===== src/rtl/evt_route_pkg.sv =====
package evt_route_pkg;
  localparam int CODE_W = 8;
  localparam int NPIT   = 8;
  localparam int NLUT   = 4;
  localparam int NADC   = 3;
  localparam int NUSART = 2;
  localparam int NTCA   = 5;
  localparam int NTCB   = 4;
  localparam int NPORT  = 3;

  localparam int PORT_A = 0;
  localparam int PORT_B = 1;
  localparam int PORT_C = 2;

  // Bundle of single-bit generators seen by every channel decoder
  typedef struct packed {
    logic              dbg;
    logic              rtc_ovf;
    logic              rtc_cmp;
    logic [NPIT-1:0]   pit;
    logic [NLUT-1:0]   lut;
    logic              ac;
    logic [NADC-1:0]   adc;
    logic [NUSART-1:0] usart;
    logic              spi;
    logic [NTCA-1:0]   tca;
    logic [NTCB-1:0]   tcb;
  } gen_bus_t;
endpackage


===== src/rtl/evt_sel_regs.sv =====
module evt_sel_regs #(
  parameter int NCH  = 6,
  parameter int AW   = 8,
  parameter int DW   = 8,
  parameter int BASE = 16
) (
  input  logic                    clk,
  input  logic                    rst,
  input  logic                    wr_en,
  input  logic [AW-1:0]           wr_addr,
  input  logic [DW-1:0]           wr_data,
  input  logic [AW-1:0]           rd_addr,
  output logic [DW-1:0]           rd_data,
  output logic [NCH-1:0][DW-1:0]  sel_o
);
  localparam int IW = (NCH > 1) ? $clog2(NCH) : 1;

  logic [NCH-1:0][DW-1:0] sel_q;
  logic [DW-1:0]          rd_q;
  logic [AW-1:0]          rd_off;
  logic                   rd_hit;

  genvar i;
  generate
    for (i = 0; i < NCH; i++) begin : g_reg
      always_ff @(posedge clk) begin
        if (rst) sel_q[i] <= '0;
        else if (wr_en && wr_addr == AW'(BASE + i)) sel_q[i] <= wr_data;
      end

      p_wr_load_r2: assert property (@(posedge clk) disable iff (rst)
        (wr_en && wr_addr == AW'(BASE + i)) |=> (sel_q[i] == $past(wr_data)));
    end
  endgenerate

  assign rd_off = rd_addr - AW'(BASE);
  assign rd_hit = (rd_addr >= AW'(BASE)) && (rd_off < AW'(NCH));

  always_ff @(posedge clk) begin
    if (rst)         rd_q <= '0;
    else if (rd_hit) rd_q <= sel_q[rd_off[IW-1:0]];
    else             rd_q <= '0;
  end

  assign rd_data = rd_q;
  assign sel_o   = sel_q;

  p_rst_clear_r1: assert property (@(posedge clk)
    rst |=> (sel_q == '0 && rd_q == '0));
endmodule


===== src/rtl/evt_chan_decode.sv =====
module evt_chan_decode
  import evt_route_pkg::*;
#(
  parameter int CH   = 0,
  parameter int NPIN = 8
) (
  input  logic [CODE_W-1:0]           code_i,
  input  gen_bus_t                    gen_i,
  input  logic [NPORT-1:0][NPIN-1:0]  pin_i,
  output logic                        hit_o,
  output logic                        async_o
);
  localparam int PW   = $clog2(NPIN);
  localparam bit ODD  = (CH % 2) == 1;
  localparam int PAIR = CH / 2;
  // Port reached by the low (0x40..) and high (0x48..) pin ranges for this pair
  localparam int LO_PORT = (PAIR == 0) ? PORT_A : (PAIR == 1) ? PORT_C : PORT_B;
  localparam int HI_PORT = (PAIR == 0) ? PORT_B : (PAIR == 1) ? PORT_A : PORT_C;

  logic [PW-1:0] pin_idx;
  logic [2:0]    tap_idx;

  assign pin_idx = code_i[PW-1:0];
  // even channel: 7 - c, odd channel: 3 - c
  assign tap_idx = {!ODD, ~code_i[1:0]};

  always_comb begin
    hit_o   = 1'b0;
    async_o = 1'b0;
    if (code_i[7:4] == 4'h4) begin
      async_o = 1'b1;
      hit_o   = code_i[3] ? pin_i[HI_PORT][pin_idx] : pin_i[LO_PORT][pin_idx];
    end else if (code_i[7:2] == 6'b000010) begin
      async_o = 1'b1;
      hit_o   = gen_i.pit[tap_idx];
    end else begin
      case (code_i)
        8'h01: hit_o = gen_i.dbg;
        8'h06: begin hit_o = gen_i.rtc_ovf; async_o = 1'b1; end
        8'h07: begin hit_o = gen_i.rtc_cmp; async_o = 1'b1; end
        8'h10, 8'h11, 8'h12, 8'h13: begin
          hit_o = gen_i.lut[code_i[1:0]]; async_o = 1'b1;
        end
        8'h20: begin hit_o = gen_i.ac; async_o = 1'b1; end
        8'h24: hit_o = gen_i.adc[0];
        8'h25: hit_o = gen_i.adc[1];
        8'h26: hit_o = gen_i.adc[2];
        8'h60: hit_o = gen_i.usart[0];
        8'h61: hit_o = gen_i.usart[1];
        8'h68: hit_o = gen_i.spi;
        8'h80: hit_o = gen_i.tca[0];
        8'h81: hit_o = gen_i.tca[1];
        8'h84: hit_o = gen_i.tca[2];
        8'h85: hit_o = gen_i.tca[3];
        8'h86: hit_o = gen_i.tca[4];
        8'hA0, 8'hA1, 8'hA2, 8'hA3: hit_o = gen_i.tcb[code_i[1:0]];
        default: hit_o = 1'b0;
      endcase
    end
  end
endmodule


===== src/rtl/evt_chan_sync.sv =====
module evt_chan_sync #(
  parameter bit SYNC_ASYNC = 1'b1
) (
  input  logic clk,
  input  logic rst,
  input  logic din_i,
  input  logic async_i,
  output logic out_o
);
  logic       out_q;
  logic [1:0] arm_q;

  generate
    if (SYNC_ASYNC) begin : g_sync
      logic s1_q;
      always_ff @(posedge clk) begin
        if (rst) begin
          s1_q  <= 1'b0;
          out_q <= 1'b0;
        end else begin
          s1_q  <= din_i;
          out_q <= async_i ? s1_q : din_i;
        end
      end

      p_async_two_r10: assert property (@(posedge clk) disable iff (rst)
        (arm_q == 2'd3 && $past(async_i)) |-> (out_q == $past(din_i, 2)));
    end else begin : g_raw
      always_ff @(posedge clk) begin
        if (rst) out_q <= 1'b0;
        else     out_q <= din_i;
      end
    end
  endgenerate

  // cycles since reset, saturating, for the latency checks
  always_ff @(posedge clk) begin
    if (rst)                arm_q <= 2'd0;
    else if (arm_q != 2'd3) arm_q <= arm_q + 2'd1;
  end

  p_sync_one_r9: assert property (@(posedge clk) disable iff (rst)
    (arm_q != 2'd0 && !$past(async_i)) |-> (out_q == $past(din_i)));

  assign out_o = out_q;
endmodule


===== src/rtl/evt_route_top.sv =====
module evt_route_top
  import evt_route_pkg::*;
#(
  parameter int NCH        = 6,
  parameter int AW         = 8,
  parameter int DW         = CODE_W,
  parameter int BASE       = 16,
  parameter int NPIN       = 8,
  parameter bit SYNC_ASYNC = 1'b1
) (
  input  logic              clk,
  input  logic              rst,
  input  logic              wr_en,
  input  logic [AW-1:0]     wr_addr,
  input  logic [DW-1:0]     wr_data,
  input  logic [AW-1:0]     rd_addr,
  output logic [DW-1:0]     rd_data,
  input  logic              dbg_sync,
  input  logic              rtc_ovf,
  input  logic              rtc_cmp,
  input  logic [NPIT-1:0]   pit_tap,
  input  logic [NLUT-1:0]   lut_out,
  input  logic              ac_out,
  input  logic [NADC-1:0]   adc_evt,
  input  logic [NUSART-1:0] usart_xck,
  input  logic              spi_sck,
  input  logic [NTCA-1:0]   tca_evt,
  input  logic [NTCB-1:0]   tcb_evt,
  input  logic [NPIN-1:0]   pin_a,
  input  logic [NPIN-1:0]   pin_b,
  input  logic [NPIN-1:0]   pin_c,
  input  logic [NPIN-1:0]   ien_a,
  input  logic [NPIN-1:0]   ien_b,
  input  logic [NPIN-1:0]   ien_c,
  output logic [NCH-1:0]    evt_out
);
  gen_bus_t                   gen;
  logic [NPORT-1:0][NPIN-1:0] pin_m;
  logic [NCH-1:0][DW-1:0]     sel;

  assign gen = '{dbg: dbg_sync, rtc_ovf: rtc_ovf, rtc_cmp: rtc_cmp,
                 pit: pit_tap, lut: lut_out, ac: ac_out, adc: adc_evt,
                 usart: usart_xck, spi: spi_sck, tca: tca_evt, tcb: tcb_evt};

  // disabled input drivers read as zero
  assign pin_m[PORT_A] = pin_a & ien_a;
  assign pin_m[PORT_B] = pin_b & ien_b;
  assign pin_m[PORT_C] = pin_c & ien_c;

  evt_sel_regs #(.NCH(NCH), .AW(AW), .DW(DW), .BASE(BASE)) u_regs (
    .clk(clk), .rst(rst), .wr_en(wr_en), .wr_addr(wr_addr), .wr_data(wr_data),
    .rd_addr(rd_addr), .rd_data(rd_data), .sel_o(sel)
  );

  genvar c;
  generate
    for (c = 0; c < NCH; c++) begin : g_ch
      logic hit, asy;
      evt_chan_decode #(.CH(c), .NPIN(NPIN)) u_dec (
        .code_i(sel[c][CODE_W-1:0]), .gen_i(gen), .pin_i(pin_m),
        .hit_o(hit), .async_o(asy)
      );
      evt_chan_sync #(.SYNC_ASYNC(SYNC_ASYNC)) u_sync (
        .clk(clk), .rst(rst), .din_i(hit), .async_i(asy), .out_o(evt_out[c])
      );
    end
  endgenerate
endmodule


===== config.mk =====
export PLATFORM = sky130hd
export DESIGN_NAME = evt_route_top
export DESIGN_NICKNAME = d
export VERILOG_FILES = /design/src/rtl/evt_route_pkg.sv /design/src/rtl/evt_sel_regs.sv /design/src/rtl/evt_chan_decode.sv /design/src/rtl/evt_chan_sync.sv /design/src/rtl/evt_route_top.sv
export SDC_FILE = /design/constraint.sdc
export NUM_CORES = 1
export LEC_CHECK = 0
export BUFFER_PORTS_ARGS = -buffer_cell sky130_fd_sc_hd__buf_2
export CORE_UTILIZATION = 57
export CTS_CLUSTER_SIZE = 40
export DETAILED_ROUTE_END_ITERATION = 6
export PLACE_DENSITY = 0.87
export SLEW_MARGIN = 20
export SYNTH_ARGS = -nofsm -noshare
export SYNTH_HDL_FRONTEND = slang
export SYNTH_SLANG_ARGS = --single-unit

===== constraint.sdc =====
create_clock -name clk -period 2.35 [get_ports clk]
set_input_delay 0.235 -clock clk [delete_from_list [all_inputs] [get_ports clk]]
set_output_delay 0.235 -clock clk [all_outputs]
set_load 0.02 [all_outputs]

# Word-level counts from Yosys, hierarchy flattened
# Cells that the tools add are included.
# op_classes
addsub,1
n_mul,0
n_div,0
n_lt_le_gt_ge,21
n_eq_ne,156
shifts,0
muxes,110
bitwise_logic,10
n_reduce_logical,26
# ops
cell,n
== test 8 bit (second input constant),54
== test 8 x 5 -> 1 bit (second input constant),30
== test 8 x 6 -> 1 bit (second input constant),24
== test 8 x 7 -> 1 bit (second input constant),18
case mux 1 bit (17 select lines),6
== test 8 x 3 -> 1 bit (second input constant),12
2-to-1 mux 1 bit,72
== test 8 x 1 -> 1 bit (second input constant),6
OR reduction 4 bit,12
OR reduction 7 bit,6
less-than comparator 3 x 4 -> 1 bit (second input constant),10
binary-select mux 1 bit (select 2 bit),18
binary-select mux 1 bit (select 3 bit),12
== test 6 x 2 -> 1 bit (second input constant),6
AND 8 bit,3
binary-select mux 8 bit (select 3 bit),1
== test 4 x 3 -> 1 bit (second input constant),6
less-than comparator 2 x 3 -> 1 bit (second input constant),6
less-than comparator 2 x 4 -> 1 bit (second input constant),3
NOT 2 bit,6
>= comparator 8 x 5 -> 1 bit (second input constant),1
less-than comparator 8 x 3 -> 1 bit (second input constant),1
2-to-1 mux 8 bit,1
subtractor 8 x 5 -> 8 bit (second input constant),1
3 further kinds,9
# totals
regBits,68
latchBits,0
ramBits,0
mem_bits_ro,0
input_bits,106
out_inout_bits,14
wordCells,343
n_memories,0

# Depth between registers and ports, before layout
# logic_depth
depth_word,6
ltp_mapped,8
mapped_depth_nobuf,6

# Cells and area by module
# A second synthesis with hierarchy kept.
# unflattened
hier_cells,683
hier_area_um2,6510.0
# by_module_without_submodules
mod,n_inst,cells_per_inst,area_per_inst_um2,seq_area_each_um2
evt_chan_decode,6,65,569.3,0.0
evt_sel_regs,1,239,2583.7,1121.1
evt_chan_sync,6,5,60.1,40.0
evt_route_top,1,24,150.1,0.0

# Worst setup path before layout
# OpenSTA, ideal clock, no wires.
# synth_timing
path_type,flip-flop to flip-flop
from,reg u_regs.sel_q (netlist bit u_regs.sel_o[0])
to,reg g_ch[0].u_sync.out_q
setup_ns,0.135
t_arrival_ns,1.752
required_ns,2.215
setup_slack_ns,0.463
stages_incl_launch_ff,7
path_buffers,1
period_less_slack_ns,1.887
cell_sequence,dfxtp_1 clkbuf_1 mux4_2 nand4_1 o21ai_0 nor4_1 a211oi_1
# synth_between
elab_chain_len,6
elab_cells_between_ends,45
classes_between,23 x eq/ne; 18 x mux; 1 x bitwise; 3 x reduce/logical
# synth_rtl
item,line,text
from (decl),evt_sel_regs.sv:18,logic [NCH-1:0][DW-1:0] sel_q;
"from (signal, indexed assignment)",evt_sel_regs.sv:28,else if (wr_en && wr_addr == AW'(BASE + i)) sel_q[i] <= wr_data;
"== test 8 bit, or another cell as far along",evt_chan_decode.sv:37,case (code_i)
"OR reduction 4 bit, or another cell as far along",evt_chan_decode.sv:37,
"case mux 1 bit (17 select lines), or another cell as far along",evt_chan_decode.sv:37,
2-to-1 mux 1 bit,evt_chan_decode.sv:33,end else if (code_i[7:2] == 6'b000010) begin
2-to-1 mux 1 bit,evt_chan_decode.sv:30,if (code_i[7:4] == 4'h4) begin
2-to-1 mux 1 bit *,evt_chan_sync.sv:22,out_q <= async_i ? s1_q : din_i;
to (signal assigned),evt_chan_sync.sv:22,
to (decl),evt_chan_sync.sv:10,logic out_q;
# Mark *: on every way between the ends. The rest lies on a longest branch, timed or not. The select of a mux whose other input is x is not followed.
# A chain may end at the register's enable or synchronous reset.

# Final worst setup path
# layout_timing
from,reg u_regs.sel_q (netlist bit u_regs.sel_o[43])
to,reg g_ch[5].u_sync.out_q
# layout_between
elab_chain_len,6
elab_cells_between_ends,35
classes_between,24 x eq/ne; 8 x mux; 3 x reduce/logical
# layout_rtl
item,line
"== test 8 bit, or another cell as far along",evt_chan_decode.sv:37
"OR reduction 4 bit, or another cell as far along",evt_chan_decode.sv:37
case mux 1 bit (17 select lines) / 2-to-1 mux 1 bit (equally long branches),evt_chan_decode.sv:37
2-to-1 mux 1 bit,evt_chan_decode.sv:33
2-to-1 mux 1 bit,evt_chan_decode.sv:30
2-to-1 mux 1 bit *,evt_chan_sync.sv:22
to (signal assigned),evt_chan_sync.sv:22
to (decl),evt_chan_sync.sv:10
# Mark *: on every way between the ends. The rest lies on a longest branch, timed or not.

==> summary.txt <==
Status
  • Outcome: complete, but fails checks
  • Violated checks: design-rule violations

Final layout
  • Fill cells: roughly 850
  • Post-route insts no fill: 919
  • Share of cells above drive strength 1: 0.301
  • Area of the multi-input gates: between 4000 and 5000 um^2
  • Area growth syn-to-layout: 13.8%
  • Nets: 883
  • Reg area: 1360 um^2
  • Finished Cell Area: 6950 um^2
  • Most common cell after layout, fill and taps aside: buf_2
  • Most frequent cells in the layout: buf_2 (119), nor2_1 (91), dfxtp_1 (68)

Die
  • Core area: slightly above 10,000 um^2
  • Initial Util: 0.589
  • Die width: between 100 and 150 um
  • Site Rows: 37
  • Die area: between 10,000 and 15,000 um^2
  • # IOs: 120
  • Die Ht: 105 um

Setup path
  • Setup CP Type: reg2reg
  • CP Max Fanout: 16
  • Critical Path Sink Type: register
  • CP Data Arrival Time: 2.48 ns
  • Crit path required time: 2.65 ns
  • Startpoint Class: register

Yosys
  • Yosys top cell by area: dfxtp_1
  • Netlist Area Pre-Place: just over 6000 um^2
  • Synthesis-stage register bit count: between 60 and 70
  • Async set-or-reset flop fraction in the synthesized netlist: 0
  • Top FF cell, synth: dfxtp_1
  • Largest cells by area after synthesis: dfxtp_1 (22%), mux4_2 (19%), mux2i_1 (11%), nor2_1 (5.6%), nand3b_1 (3.2%)
  • Yosys top cell area share: 0.223
  • Syn_area_per_cell: between 8 and 9 um^2
  • Gate Count Post-Synth: between 600 and 700
  • Synthesized net count: about 800
  • Seq/Total Area, Yosys: 0.223
  • Number of enable flip-flop cells after synthesis: 0
  • Synth Warn #: 0
  • Distinct cells, synth: between 60 and 70

Timing
  • Final hold vios: 0
  • Min Tclk post-route: approximately 2.2 ns
  • Post-Route Setup TNS: 0 ns
  • Final setup vio count: 0
  • Achievable Freq: about 0.46 GHz
  • Final Skew: 0.0101 ns
  • Slew HR: 0.523
  • Final period utilization: 0.927
  • Fin. max-slew vios: 0
  • Worst-Margin Slew: roughly 0.7 ns
  • RSZ-0062 raised after global routing: no
  • Hold WS: 0.274 ns

Power
  • PD cells: between 300 and 400 nW/um^2
  • Leak: about 2.7 nW
  • Final Total Pwr: ~2.6 mW
  • Maximum vdd drop: approximately 0.23 mV

GRT
  • GRT Residual Overflow: 0
  • Global-route wire length before repair: 34,500 um
  • All-layer global routing usage: 0.415
  • Largest net degree at the start of global routing: 37
  • Antenna violations before repair: 0
  • Vias in the first global route: about 6,200

Clock network
  • CTS Hold Bufs: 0
  • CTS tree: done
  • H-tree depth: 3
  • Root buf cell: clkbuf_8
  • Post-CTS Setup Repair Bufs: 0
  • Resized Gates After CTS: 0
  • Register clock-pin slew on the reported worst setup and hold paths: 0.08 ns
  • Num CTS Buffers: 9
  • Clk_lat worst skew: roughly 0.36 ns
  • Clk sinks: between 60 and 70
  • Clock Path Buffers: 2

Drt
  • Wire length per cell: ~25 um
  • Routed wire length: approximately 23,000 um
  • Number of nets with antenna violations after routing: 0
  • Via count: 6,530
  • Routed vias/inst: 7.11
  • Drt initial violations: 1,147
  • DR pass1 iterations: 7
  • DRC Markers: 1

Placed design
  • Port-buffer cells: between 100 and 150
  • Final GP Congestion: roughly 1.1
  • Dpl cell area: approximately 6700 um^2
  • Placed Instances: between 900 and 1,000
  • DP Wirelength: 16,300 um

Worst hold path
  • Worst min-delay path class: in2reg

Job
  • Max-cap violations: 0
==> per-layer routing <==
metal / global-route usage / up-vias / wire length, um
li1: - / 2807 / -
met2: 0.617 / 559 / 9550
met1: 0.518 / 3006 / 7780
met5: 0.0429 / - / 57
met3: 0.150 / 156 / 3630
met4: 0.230 / 2 / 1520
==> sequential cells by signal, indices dropped and copies added (netlist names) <==
register	cells
u_regs.rd_data	8
g_ch.u_sync.g_sync.s1_q	6
g_ch.u_sync.out_o	6
u_regs.sel_o	48
==> cells in the mapped netlist, types with 5 or more instances <==
library cell and instances:
nand2_1 48, o211ai_1 5, clkbuf_1 49, buf_4 7
dfxtp_1 68, or4_1 5, buf_2 20, a21oi_1 7
a211oi_1 15, nand3_1 17, nand4_1 9, nor3b_1 9
inv_1 12, a22oi_1 10, mux4_2 52, nand3b_1 26
nor4_1 12, o21ai_0 22, nand4b_1 5, mux2_2 8
nor2b_1 6, nand2b_1 11, nor4b_1 9, o2111ai_1 7
nor3_1 24, nor2_1 91, and3b_1 6, mux2i_1 65
a31oi_1 10
==> worst max-delay path, stage by stage (launching register included) <==
cell       delay [ns]
dfxtp_1          0.51
or4_1            0.61
a2111oi_0        0.54
nor4_1           0.11
o2111ai_1        0.15
mux2i_1          0.11
nor2_1           0.09
==> power breakdown <==
part / switching, mW / internal (mW)
clock: 0.493 / 0.517
combinational: 0.235 / 0.154
sequential: 0.00311 / 1.15
==> cells by family after synthesis <==
logic type,count (synthesis),share of synthesized area
compound gates,104,0.121
xor+xnor,1,0.00144
buf+inv,93,0.0658
flops,68,0.223
mux,125,0.313
simple gates,307,0.275
==> stage by stage <==
stage	utilization	worst slack [ns]
finish	0.670	0.173
global route	0.670	0.0275
CTS	0.670	0.226
detailed placement	0.650	0.248
global placement	0.650	0.315
floorplan	-	0.463
==> path summary, 6_finish.rpt <==
kind                                         startpoint                               to  slack (ns)  depth (start not counted)
setup / recovery          u_regs.sel_o[43]$_SDFFE_PP0P_  g_ch[5].u_sync.out_o$_SDFF_PP0_        0.17                          6
hold / removal                               wr_data[4]     u_regs.sel_o[4]$_SDFFE_PP0P_        0.27                          3
setup reg to reg          u_regs.sel_o[43]$_SDFFE_PP0P_  g_ch[5].u_sync.out_o$_SDFF_PP0_        0.17                          6
hold reg to reg   g_ch[2].u_sync.g_sync.s1_q$_SDFF_PP0_  g_ch[2].u_sync.out_o$_SDFF_PP0_        0.49                          2
==> area by class of cell <==
| type | instances | share of cell area |
|---|---|---|
| Timing Repair Buffer | 147 | 0.118 |
| Antenna cell | 1 | 0.000360 |
| Clock buffer | 10 | 0.0198 |
| Sequential cell | 68 | 0.196 |
| Multi-Input combinational cell | 537 | 0.625 |
| Tap cell | 136 | 0.0245 |
| Clock inverter | 6 | 0.00919 |
| Inverter | 14 | 0.00756 |
Power figures use the tool's default switching activity.
